$ cat config.mk
export PLATFORM = sky130hd
export DESIGN_NAME = mux_bus_sequencer
export DESIGN_NICKNAME = d
export VERILOG_FILES = /design/src/rtl/mbs_pkg.sv /design/src/rtl/mbs_sequencer.sv /design/src/rtl/mbs_strobes.sv /design/src/rtl/mbs_busmux.sv /design/src/rtl/mux_bus_sequencer.sv
export SDC_FILE = /design/constraint.sdc
export NUM_CORES = 1
export LEC_CHECK = 0
export BUFFER_PORTS_ARGS = -buffer_cell sky130_fd_sc_hd__clkbuf_2
export CORE_ASPECT_RATIO = 1.5
export CORE_MARGIN = 5
export CORE_UTILIZATION = 50
export DETAILED_ROUTE_END_ITERATION = 6
export PLACE_DENSITY = 0.77
export SLEW_MARGIN = 20
export SYNTH_ARGS = -nofsm -noshare
export SYNTH_HDL_FRONTEND = slang
export SYNTH_SLANG_ARGS = --single-unit
export TNS_END_PERCENT = 1
$ cat constraint.sdc
create_clock -name clk -period 3.8 [get_ports clk]
set_input_delay 0.57 -clock clk [delete_from_list [all_inputs] [get_ports clk]]
set_output_delay 0.57 -clock clk [all_outputs]
set_load 0.005 [all_outputs]
$ cat src/rtl/mbs_pkg.sv
// Package: shared types for the multiplexed bus sequencer.
// Assumes tick values fit in MBS_TICK_W bits.
package mbs_pkg;
    localparam int unsigned MBS_TICK_W = 5;
    localparam int unsigned NSTROBE    = 4;
    localparam int unsigned STB_CS     = 0;
    localparam int unsigned STB_ADV    = 1;
    localparam int unsigned STB_WE     = 2;
    localparam int unsigned STB_OE     = 3;

    typedef logic [MBS_TICK_W-1:0] tick_t;

    typedef struct packed {
        tick_t cs_on;
        tick_t cs_off;
        tick_t adv_on;
        tick_t adv_off;
        tick_t we_on;
        tick_t we_off;
        tick_t oe_on;
        tick_t oe_off;
        tick_t data_at;
        tick_t sample_at;
        tick_t cycle;
        tick_t gap;
    } timing_t;

    typedef enum logic [1:0] {
        ST_IDLE   = 2'd0,
        ST_ACTIVE = 2'd1,
        ST_GAP    = 2'd2
    } seq_state_e;
endpackage

$ cat src/rtl/mbs_sequencer.sv
// Module: access sequencer. Accepts requests, latches the timing set,
// counts access ticks and gap ticks, and raises the completion pulse.
// Assumes configuration ports may change at any time; only the latched
// copy is used during an access.
module mbs_sequencer
    import mbs_pkg::*;
(
    input  logic    clk,
    input  logic    rst_n,
    input  timing_t cfg_live,
    input  logic    req_valid,
    input  logic    req_write,
    output logic    cfg_err,
    output logic    req_ready,
    output logic    accept,
    output logic    active,
    output logic    write_q,
    output tick_t   tick,
    output tick_t   stb_on  [NSTROBE],
    output tick_t   stb_off [NSTROBE],
    output tick_t   data_at,
    output tick_t   sample_at,
    output logic    rsp_valid
);
    seq_state_e state;
    timing_t    cfg_q;
    tick_t      gcnt;
    logic       last_tick;
    logic       gap_end;

    // Legality check of the live configuration.
    always_comb begin
        cfg_err = (cfg_live.cycle == '0)
               || (cfg_live.cs_off  > cfg_live.cycle)
               || (cfg_live.adv_off > cfg_live.cycle)
               || (cfg_live.we_off  > cfg_live.cycle)
               || (cfg_live.oe_off  > cfg_live.cycle)
               || (cfg_live.data_at > cfg_live.cycle)
               || (cfg_live.sample_at >= cfg_live.cycle);
    end

    // Hand-over points and the request handshake.
    always_comb begin
        active    = (state == ST_ACTIVE);
        last_tick = active && (tick == cfg_q.cycle - 1'b1);
        gap_end   = (state == ST_GAP) && (gcnt == cfg_q.gap - 1'b1);
        req_ready = (state == ST_IDLE) || gap_end
                 || (last_tick && (cfg_q.gap == '0));
        accept    = req_valid && req_ready && !cfg_err;
    end

    // Export the latched windows in strobe order.
    always_comb begin
        stb_on[STB_CS]   = cfg_q.cs_on;
        stb_off[STB_CS]  = cfg_q.cs_off;
        stb_on[STB_ADV]  = cfg_q.adv_on;
        stb_off[STB_ADV] = cfg_q.adv_off;
        stb_on[STB_WE]   = cfg_q.we_on;
        stb_off[STB_WE]  = cfg_q.we_off;
        stb_on[STB_OE]   = cfg_q.oe_on;
        stb_off[STB_OE]  = cfg_q.oe_off;
        data_at          = cfg_q.data_at;
        sample_at        = cfg_q.sample_at;
    end

    // State, tick counters, configuration latch and completion pulse.
    always_ff @(posedge clk) begin
        if (!rst_n) begin
            state     <= ST_IDLE;
            tick      <= '0;
            gcnt      <= '0;
            cfg_q     <= '0;
            write_q   <= 1'b0;
            rsp_valid <= 1'b0;
        end else begin
            rsp_valid <= last_tick;
            if (accept) begin
                state   <= ST_ACTIVE;
                tick    <= '0;
                cfg_q   <= cfg_live;
                write_q <= req_write;
            end else begin
                case (state)
                    ST_ACTIVE: begin
                        if (last_tick) begin
                            state <= (cfg_q.gap == '0) ? ST_IDLE : ST_GAP;
                            gcnt  <= '0;
                        end else begin
                            tick <= tick + 1'b1;
                        end
                    end
                    ST_GAP: begin
                        if (gap_end) state <= ST_IDLE;
                        else         gcnt  <= gcnt + 1'b1;
                    end
                    default: state <= ST_IDLE;
                endcase
            end
        end
    end

    AST_TICK_IN_CYCLE: assert property (@(posedge clk) disable iff (!rst_n)
        active |-> (tick < cfg_q.cycle));
    AST_ERR_BLOCKS_START: assert property (@(posedge clk) disable iff (!rst_n)
        (cfg_err && state == ST_IDLE) |=> (state == ST_IDLE));
    AST_CFG_HELD: assert property (@(posedge clk) disable iff (!rst_n)
        (active && tick != '0) |-> $stable(cfg_q));
endmodule

$ cat src/rtl/mbs_strobes.sv
// Module: strobe decoder. Each active-low strobe is low while the tick
// lies in [on, off). The write enable is gated by a write access, the
// output enable by a read access.
// Assumes tick is valid only while active is high.
module mbs_strobes
    import mbs_pkg::*;
(
    input  logic  clk,
    input  logic  rst_n,
    input  logic  active,
    input  logic  write_q,
    input  tick_t tick,
    input  tick_t stb_on  [NSTROBE],
    input  tick_t stb_off [NSTROBE],
    output logic  cs_n,
    output logic  adv_n,
    output logic  we_n,
    output logic  oe_n
);
    logic [NSTROBE-1:0] en;
    logic [NSTROBE-1:0] stb_n;

    // Per-strobe direction qualifier.
    always_comb begin
        en          = '1;
        en[STB_WE]  = write_q;
        en[STB_OE]  = !write_q;
    end

    for (genvar i = 0; i < NSTROBE; i++) begin : g_stb
        // Window compare for one strobe.
        always_comb begin
            stb_n[i] = !(active && en[i]
                         && (tick >= stb_on[i]) && (tick < stb_off[i]));
        end
    end

    // Map the vector onto named pins.
    always_comb begin
        cs_n  = stb_n[STB_CS];
        adv_n = stb_n[STB_ADV];
        we_n  = stb_n[STB_WE];
        oe_n  = stb_n[STB_OE];
    end

    AST_WE_OE_EXCLUSIVE: assert property (@(posedge clk) disable iff (!rst_n)
        (we_n || oe_n));
    AST_IDLE_STROBES_HIGH: assert property (@(posedge clk) disable iff (!rst_n)
        !active |-> (cs_n && adv_n && we_n && oe_n));
endmodule

$ cat src/rtl/mbs_busmux.sv
// Module: shared bus datapath. Latches address and write data at
// acceptance, drives the address phase then the data phase, releases
// the bus for read data, and captures it at the sample tick.
// Assumes ADDR_W <= DATA_W; the address is zero-extended.
module mbs_busmux
    import mbs_pkg::*;
#(
    parameter int unsigned ADDR_W = 28,
    parameter int unsigned DATA_W = 32
) (
    input  logic              clk,
    input  logic              rst_n,
    input  logic              accept,
    input  logic              active,
    input  logic              write_q,
    input  tick_t             tick,
    input  tick_t             data_at,
    input  tick_t             sample_at,
    input  logic [ADDR_W-1:0] req_addr,
    input  logic [DATA_W-1:0] req_wdata,
    input  logic [DATA_W-1:0] bus_in,
    output logic [DATA_W-1:0] bus_out,
    output logic              bus_oe,
    output logic [DATA_W-1:0] rdata
);
    localparam int unsigned PAD_W = DATA_W - ADDR_W;

    logic [ADDR_W-1:0] addr_q;
    logic [DATA_W-1:0] wdata_q;
    logic              data_phase;

    // Latch the request payload.
    always_ff @(posedge clk) begin
        if (!rst_n) begin
            addr_q  <= '0;
            wdata_q <= '0;
        end else if (accept) begin
            addr_q  <= req_addr;
            wdata_q <= req_wdata;
        end
    end

    // Phase select and bus drive.
    always_comb begin
        data_phase = (tick >= data_at);
        bus_oe     = active && (write_q || !data_phase);
        if (!bus_oe)         bus_out = '0;
        else if (data_phase) bus_out = wdata_q;
        else                 bus_out = {{PAD_W{1'b0}}, addr_q};
    end

    // Capture read data at the sample tick.
    always_ff @(posedge clk) begin
        if (!rst_n) begin
            rdata <= '0;
        end else if (active && !write_q && tick == sample_at) begin
            rdata <= bus_in;
        end
    end

    AST_BUS_RELEASED_IDLE: assert property (@(posedge clk) disable iff (!rst_n)
        !active |-> !bus_oe);
    AST_PAYLOAD_HELD: assert property (@(posedge clk) disable iff (!rst_n)
        (active && tick != '0) |-> ($stable(addr_q) && $stable(wdata_q)));
endmodule

$ cat src/rtl/mux_bus_sequencer.sv
// Module: top of the multiplexed address/data bus access sequencer.
// Assumes a single device, no wait input, one access in flight.
module mux_bus_sequencer
    import mbs_pkg::*;
#(
    parameter int unsigned ADDR_W = 28,
    parameter int unsigned DATA_W = 32
) (
    input  logic                  clk,
    input  logic                  rst_n,
    input  logic [MBS_TICK_W-1:0] cfg_cs_on,
    input  logic [MBS_TICK_W-1:0] cfg_cs_off,
    input  logic [MBS_TICK_W-1:0] cfg_adv_on,
    input  logic [MBS_TICK_W-1:0] cfg_adv_off,
    input  logic [MBS_TICK_W-1:0] cfg_we_on,
    input  logic [MBS_TICK_W-1:0] cfg_we_off,
    input  logic [MBS_TICK_W-1:0] cfg_oe_on,
    input  logic [MBS_TICK_W-1:0] cfg_oe_off,
    input  logic [MBS_TICK_W-1:0] cfg_data_at,
    input  logic [MBS_TICK_W-1:0] cfg_sample_at,
    input  logic [MBS_TICK_W-1:0] cfg_cycle,
    input  logic [MBS_TICK_W-1:0] cfg_gap,
    output logic                  cfg_err,
    input  logic                  req_valid,
    input  logic                  req_write,
    input  logic [ADDR_W-1:0]     req_addr,
    input  logic [DATA_W-1:0]     req_wdata,
    output logic                  req_ready,
    output logic                  rsp_valid,
    output logic [DATA_W-1:0]     rsp_rdata,
    output logic [DATA_W-1:0]     bus_out,
    output logic                  bus_oe,
    input  logic [DATA_W-1:0]     bus_in,
    output logic                  cs_n,
    output logic                  adv_n,
    output logic                  we_n,
    output logic                  oe_n
);
    timing_t cfg_live;
    logic    accept;
    logic    active;
    logic    write_q;
    tick_t   tick;
    tick_t   stb_on  [NSTROBE];
    tick_t   stb_off [NSTROBE];
    tick_t   data_at;
    tick_t   sample_at;

    // Gather the configuration ports into one record.
    always_comb begin
        cfg_live = '{cs_on: cfg_cs_on, cs_off: cfg_cs_off,
                     adv_on: cfg_adv_on, adv_off: cfg_adv_off,
                     we_on: cfg_we_on, we_off: cfg_we_off,
                     oe_on: cfg_oe_on, oe_off: cfg_oe_off,
                     data_at: cfg_data_at, sample_at: cfg_sample_at,
                     cycle: cfg_cycle, gap: cfg_gap};
    end

    mbs_sequencer u_seq (
        .clk(clk), .rst_n(rst_n), .cfg_live(cfg_live),
        .req_valid(req_valid), .req_write(req_write),
        .cfg_err(cfg_err), .req_ready(req_ready), .accept(accept),
        .active(active), .write_q(write_q), .tick(tick),
        .stb_on(stb_on), .stb_off(stb_off),
        .data_at(data_at), .sample_at(sample_at), .rsp_valid(rsp_valid)
    );

    mbs_strobes u_stb (
        .clk(clk), .rst_n(rst_n), .active(active), .write_q(write_q),
        .tick(tick), .stb_on(stb_on), .stb_off(stb_off),
        .cs_n(cs_n), .adv_n(adv_n), .we_n(we_n), .oe_n(oe_n)
    );

    mbs_busmux #(.ADDR_W(ADDR_W), .DATA_W(DATA_W)) u_bus (
        .clk(clk), .rst_n(rst_n), .accept(accept), .active(active),
        .write_q(write_q), .tick(tick), .data_at(data_at),
        .sample_at(sample_at), .req_addr(req_addr), .req_wdata(req_wdata),
        .bus_in(bus_in), .bus_out(bus_out), .bus_oe(bus_oe),
        .rdata(rsp_rdata)
    );
endmodule

==> impl_metrics.env, run 1 <==
export IMPL_cts_made_buffers=17
export IMPL_finalWirelength_mm=21.4
export IMPL_max_freq_mhz=282
export IMPL_path_buf_inv=3
export IMPL_pwr_share_clk_pct=41.2
export IMPL_drc_errors=0
export IMPL_ios=228
export IMPL_vdd_drop_max_uv=268
export IMPL_cp_slowest_cell="dfxtp_1"
export IMPL_r2r_slack_ns=0.83
export IMPL_syn2layout_area_growth_pct=21.8
export IMPL_grt_overflow_total=0
export IMPL_crit_top_cell="a21o_1"
export IMPL_finalWorstSetupSlack_ns=0.252
export IMPL_crit_type="flip-flop to primary output"
export IMPL_worst_setup_path_start_kind="flip-flop"
export IMPL_synth_area_leaders="dfxtp_1 (40%), ha_1 (11%), nand2_1 (11%), a21oi_1 (7.5%), mux2i_1 (7.3%)"
export IMPL_yosysTopAreaCell="dfxtp_1"
export IMPL_cts_sinks=166
export IMPL_cap_violations=0
export IMPL_start_util_pct=50.4
export IMPL_synth_fp_nets=1255
export IMPL_final_nets=1461
export IMPL_synth_top_area_share_pct=39.5
export IMPL_synth_common_cells="nand2_1 (245), dfxtp_1 (166), a21oi_1 (126), ha_1 (75), nor2_1 (73)"
export IMPL_ys_warn_count=0
export IMPL_wl_per_cell_um=14.8
export IMPL_yosysMostFrequentCell="nand2_1"
export IMPL_die_w_um=116
export IMPL_clk_latency_ns=0.41
export IMPL_htreeDepth=4
export IMPL_grt_usage_pct=21.7
export IMPL_timing_final_crit_share_pct=93.4
export IMPL_min_period_ns=3.55
export IMPL_viasPerCell=5.18
export IMPL_final_fill_count=1491
export IMPL_grt_max_degree=123
export IMPL_grt_setup_unrepaired="false"
export IMPL_antenna_cells=0
export IMPL_yosys_register_bits=166
export IMPL_grt_pass1_vias=7255
export IMPL_vias=7526
export IMPL_async_reset_ff_share_pct=0
export IMPL_hold_path_class="input pin to flip-flop"
export IMPL_switching_share_pct=26.2
export IMPL_critical_path_cell_chain="inv_1 -> ha_1 -> nand2b_1 -> a21o_1 -> a21o_1 -> a21o_1 -> a21o_1 -> buf_4 -> mux2i_1 -> nor2_1 -> clkbuf_2"
export IMPL_ys_types=51
export IMPL_sequentialPowerShare_pct=47.1
export IMPL_place_ws_ns=0.486
export IMPL_p_leak_nw=4.32
export IMPL_cp_max_fo=28
export IMPL_grt_pass1_wl_mm=34.5
export IMPL_cts_resized=0
export IMPL_drt_initial_drc_count=546
export IMPL_share_comb_of_total_power_pct=11.8
export IMPL_drive_gt1_share_pct=24.6
export IMPL_status="finished clean"
export IMPL_slowest_delay_ns=0.46
export IMPL_p_per_area_nw_per_um2=376
export IMPL_core_area_um2=16700
export IMPL_end_kind="primary output"
export IMPL_p_int_mw=2.84
export IMPL_num_rows=58
export IMPL_power_switching_mw=1.01
export IMPL_syn_avg_cell_area_um2=8.21
export IMPL_crit_required_ns=3.23
export IMPL_whs_ns=0.376
export IMPL_syn_inst=1024
export IMPL_ant_nets=0
export IMPL_post_cts_buffers=0
export IMPL_cts_root_buf="clkbuf_16"
export IMPL_dp_hpwl_mm=16.0
export IMPL_holdBufCountCts=0
export IMPL_dieArea_um2=19600
export IMPL_synth_edf_count=0
export IMPL_setup_viol_count_final=0
export IMPL_slew_violations=0
export IMPL_synth_area_um2=8410
export IMPL_tightest_slew_ns=0.770
export IMPL_worstPathArrival_ns=2.98
export IMPL_clk_pin_slew_ns=0.07
export IMPL_drtPass1Iterations=5
export IMPL_yosysSeqAreaShare_pct=39.5
export IMPL_slew_limit_headroom_pct=48.7
export IMPL_chipHeight_um=169
export IMPL_synth_ff_type="dfxtp_1"
export IMPL_antenna_found_initial=0
export IMPL_hold_viol=0
export IMPL_clk_path_buf_depth=2
export IMPL_skew_ns=0.0151
export IMPL_cp_top_family="compound AO/OA/AOI/OAI gates"
export IMPL_tritoncts="yes"
export IMPL_port_buffers=227
export IMPL_fin_util_pct=61.3
export IMPL_setup_tns_ns=0
export IMPL_gp_congestion=0.838
-- worst min-delay path, cell delays in order --
cell	delay, ns
clkbuf_2	0.08
nand2_1	0.04
a21oi_1	0.05
-- stage by stage --
stage               total power [mW]  area, um^2  std cells
floorplan                       2.13        8410       1024
global placement                2.29        9690       1421
detailed placement              2.30        9690       1421
CTS                             3.89       10200       1453
global route                    4.02       10200       1453
finish                          3.85       10200       1453
-- power by group through the flow --
| stage | clock network, mW | registers (mW) | logic, mW |
|---|---|---|---|
| final | 1.58 | 1.81 | 0.452 |
| after global routing | 1.70 | 1.82 | 0.505 |
| after CTS | 1.63 | 1.81 | 0.455 |
| after detailed placement | 0 | 1.85 | 0.451 |
| after global placement | 0 | 1.85 | 0.442 |
| after floorplan | 0 | 1.84 | 0.281 |
-- metal layers --
metal  part of all wire [%]  global-route usage (%)
met1                     41                    26.5
met2                     51                    37.7
met3                    5.3                    3.90
met4                    2.4                    7.87
met5                      0                       0
-- state kept, by name (all words and copies together) (netlist names), 10 cells and up --
| register | cells |
|---|---|
| u_bus.rdata | 32 |
| u_bus.wdata_q | 32 |
| u_seq.cfg_q | 10 |
| u_bus.addr_q | 28 |
| u_seq.stb_off | 20 |
| u_seq.stb_on | 20 |
-- cells by family (layout without fill, tap and decap cells) --
family          count (synthesis)  count (layout)  share of synthesized area [%]
fa+ha+maj                      75              75                           11.2
xor+xnor                       22              22                           2.47
simple gates                  395             395                           19.9
buf+inv                       111             330                           6.03
flops                         166             166                           39.5
mux                            61              61                           7.26
compound gates                194             194                           13.7
-- path summary, 6_finish.rpt --
| path | from | endpoint | cells past startpoint |
|---|---|---|---|
| worst max-delay path | u_seq.tick[0]$_SDFFE_PP0P_ | bus_out[0] | 11 |
| worst min-delay path | cfg_oe_on[0] | u_seq.stb_on[0]$_SDFFE_PN0P_ | 3 |
| worst min register to register | u_bus.wdata_q[28]$_SDFFE_PN0P_ | u_bus.wdata_q[28]$_SDFFE_PN0P_ | 2 |
| worst max register to register | u_seq.cfg_q[0]$_SDFFE_PN0P_ | u_seq.state[1]$_SDFFE_PP0P_ | 10 |
-- cell type report --
type	count	area (um^2)	share of cell area, %
clock buffers	18	429	4.19
multi-input cells	747	4590	44.8
clock inverters	14	123	1.20
well taps	210	263	2.57
flip-flops and latches	166	3320	32.5
repair buffers	243	1310	12.8
inverters	55	209	2.04
-- cell usage in the layout, fill, tap and decap left out, drive strengths merged, types with 12 or more instances in the layout --
cell,synthesis,routed
buf,29,16
clkbuf,27,245
a21oi,136,136
nand2,255,255
mux2i,61,61
nor2,74,74
ha,75,75
dfxtp,166,166
o21ai,18,18
inv,55,59
a21o,12,12
nor2b,12,12
nand2b,12,12
xnor2,13,13
Power figures use the tool's default switching activity.
==> run 2, diff against run 1 <==
Settings changed: RECOVER_POWER set to 25.
==> impl_metrics.env, run 2 (synthesis gave the netlist of run 1 again) <==
export IMPL_cp_max_fo=28
export IMPL_hold_viol=0
export IMPL_power_switching_mw=1.01
export IMPL_grt_setup_unrepaired="false"
export IMPL_syn2layout_area_growth_pct=21.3
export IMPL_r2r_cells=10
export IMPL_clk_pin_slew_ns=0.07
export IMPL_final_cell_mix="nand2_1 (245), clkbuf_2 (201), dfxtp_1 (166)"
export IMPL_whs_ns=0.377
export IMPL_slew_violations=0
export IMPL_grt_pass1_wl_mm=34.5
export IMPL_grt_pass1_vias=7255
export IMPL_start_util_pct=50.4
export IMPL_cts_root_buf="clkbuf_16"
export IMPL_htreeDepth=4
export IMPL_p_per_area_nw_per_um2=377
export IMPL_cp_slowest_cell="dfxtp_1"
export IMPL_critical_path_cell_chain="inv_1 -> ha_1 -> nand2b_1 -> a21o_1 -> a21o_1 -> a21o_1 -> a21o_1 -> buf_4 -> mux2i_1 -> nor2_1 -> clkbuf_2"
export IMPL_cap_violations=0
export IMPL_worst_setup_path_start_kind="flip-flop"
export IMPL_dieArea_um2=19600
export IMPL_dp_hpwl_mm=16.0
export IMPL_p_int_mw=2.84
export IMPL_min_path_cells=3
export IMPL_timing_final_crit_share_pct=93.5
export IMPL_viasPerCell=5.19
export IMPL_finalWorstSetupSlack_ns=0.246
export IMPL_place_ws_ns=0.486
export IMPL_antenna_cells=0
export IMPL_skew_ns=0.0150
export IMPL_max_freq_mhz=281
export IMPL_cts_sinks=166
export IMPL_final_common_cell="nand2_1"
export IMPL_tightest_slew_ns=1.09
export IMPL_grt_overflow_total=0
export IMPL_drive_gt1_share_pct=22.4
export IMPL_status="finished clean"
export IMPL_crit_cells=11
export IMPL_finalWirelength_mm=21.5
export IMPL_drc_errors=0
export IMPL_hold_path_class="input pin to flip-flop"
export IMPL_sequentialPowerShare_pct=47.1
export IMPL_chipHeight_um=169
export IMPL_clk_latency_ns=0.41
export IMPL_port_buffers=227
export IMPL_vias=7537
export IMPL_num_rows=58
export IMPL_worstPathArrival_ns=2.98
export IMPL_slew_limit_headroom_pct=27.6
export IMPL_ant_nets=0
export IMPL_cts_made_buffers=17
export IMPL_gp_congestion=0.838
export IMPL_end_kind="primary output"
export IMPL_crit_type="flip-flop to primary output"
export IMPL_vdd_drop_max_uv=269
export IMPL_grt_usage_pct=21.7
export IMPL_cp_top_family="compound AO/OA/AOI/OAI gates"
export IMPL_crit_top_cell="a21o_1"
export IMPL_pwr_share_clk_pct=41.2
export IMPL_clk_path_buf_depth=2
export IMPL_grt_max_degree=123
export IMPL_setup_tns_ns=0
export IMPL_slowest_delay_ns=0.46
export IMPL_share_comb_of_total_power_pct=11.7
export IMPL_ios=228
export IMPL_antenna_found_initial=0
export IMPL_die_w_um=116
export IMPL_setup_viol_count_final=0
export IMPL_path_buf_inv=3
export IMPL_tritoncts="yes"
export IMPL_final_nets=1461
export IMPL_core_area_um2=16700
export IMPL_drt_initial_drc_count=542
export IMPL_crit_required_ns=3.23
export IMPL_drtPass1Iterations=5
export IMPL_reg_top3="u_bus.rdata: 32 flops, u_bus.wdata_q: 32 flops, u_bus.addr_q: 28 flops"
export IMPL_p_leak_nw=4.23
export IMPL_min_period_ns=3.55
export IMPL_switching_share_pct=26.2
export IMPL_wl_per_cell_um=14.8
run 2: cell counts in the layout (fill, tap and decap cells not counted):
Identical to the previous run, type by type.
run 2: area by class of cell:
class | count | area (um^2)
fillers | 1502 | 6490
multi-input cells | 747 | 4580
flip-flops and latches | 166 | 3320
repair buffers | 243 | 1270
clock buffers | 18 | 429
well taps | 210 | 263
inverters | 55 | 209
clock inverters | 14 | 123
run 2: power by group through the flow:
stage | Clock (mW) | Sequential, mW | Combinational [mW]
floorplan | 0 | 1.84 | 0.281
global placement | 0 | 1.85 | 0.442
detailed placement | 0 | 1.85 | 0.451
CTS | 1.63 | 1.81 | 0.455
global route | 1.70 | 1.82 | 0.504
finish | 1.58 | 1.81 | 0.451
run 2: timing repair:
action / CTS / global route
hold buffers: 0 / 0
buffers inserted: 0 / 0
setup endpoints to repair: 0 / 11
gates resized for setup: 0 / 1
run 2: worst register-to-register path, stage by stage (launching register included):
cell and delay [ns]:
dfxtp_1 0.35, inv_1 0.08, ha_1 0.16, or3b_2 0.49, xnor2_1 0.16, and3_1 0.15, a211o_2 0.36, nand4_1 0.17
buf_12 0.44, nand2_1 0.28, a211oi_1 0.25
run 2: metal layers:
metal  wire (um)  part of all wire [%]  vias up  GRT usage, %
li1            -                     -     3829             -
met1        8810                    41     3424          26.5
met2       11000                    51      244          37.7
met3        1210                   5.6       40          3.90
met4         483                   2.3        0          7.87
met5           0                     0        -             0
run 2: through the flow:
stage               cells  power (mW)  cell area [um^2]  utilization (%)
finish               1453        3.85             10200             61.1
global placement     1421        2.29              9690             58.0
floorplan            1024        2.13              8410                -
detailed placement   1421        2.30              9690             58.0
CTS                  1453        3.89             10200             61.3
global route         1453        4.02             10200             61.1
run 2: final timing paths:
kind | slack, ns | from | endpoint
worst max register to register | 0.82 | u_seq.cfg_q[0]$_SDFFE_PN0P_ | u_seq.state[1]$_SDFFE_PP0P_
worst max-delay path | 0.25 | u_seq.tick[0]$_SDFFE_PP0P_ | bus_out[0]
worst min-delay path | 0.38 | cfg_oe_on[0] | u_seq.stb_on[0]$_SDFFE_PN0P_
worst min register to register | 0.45 | u_bus.wdata_q[28]$_SDFFE_PN0P_ | u_bus.wdata_q[28]$_SDFFE_PN0P_
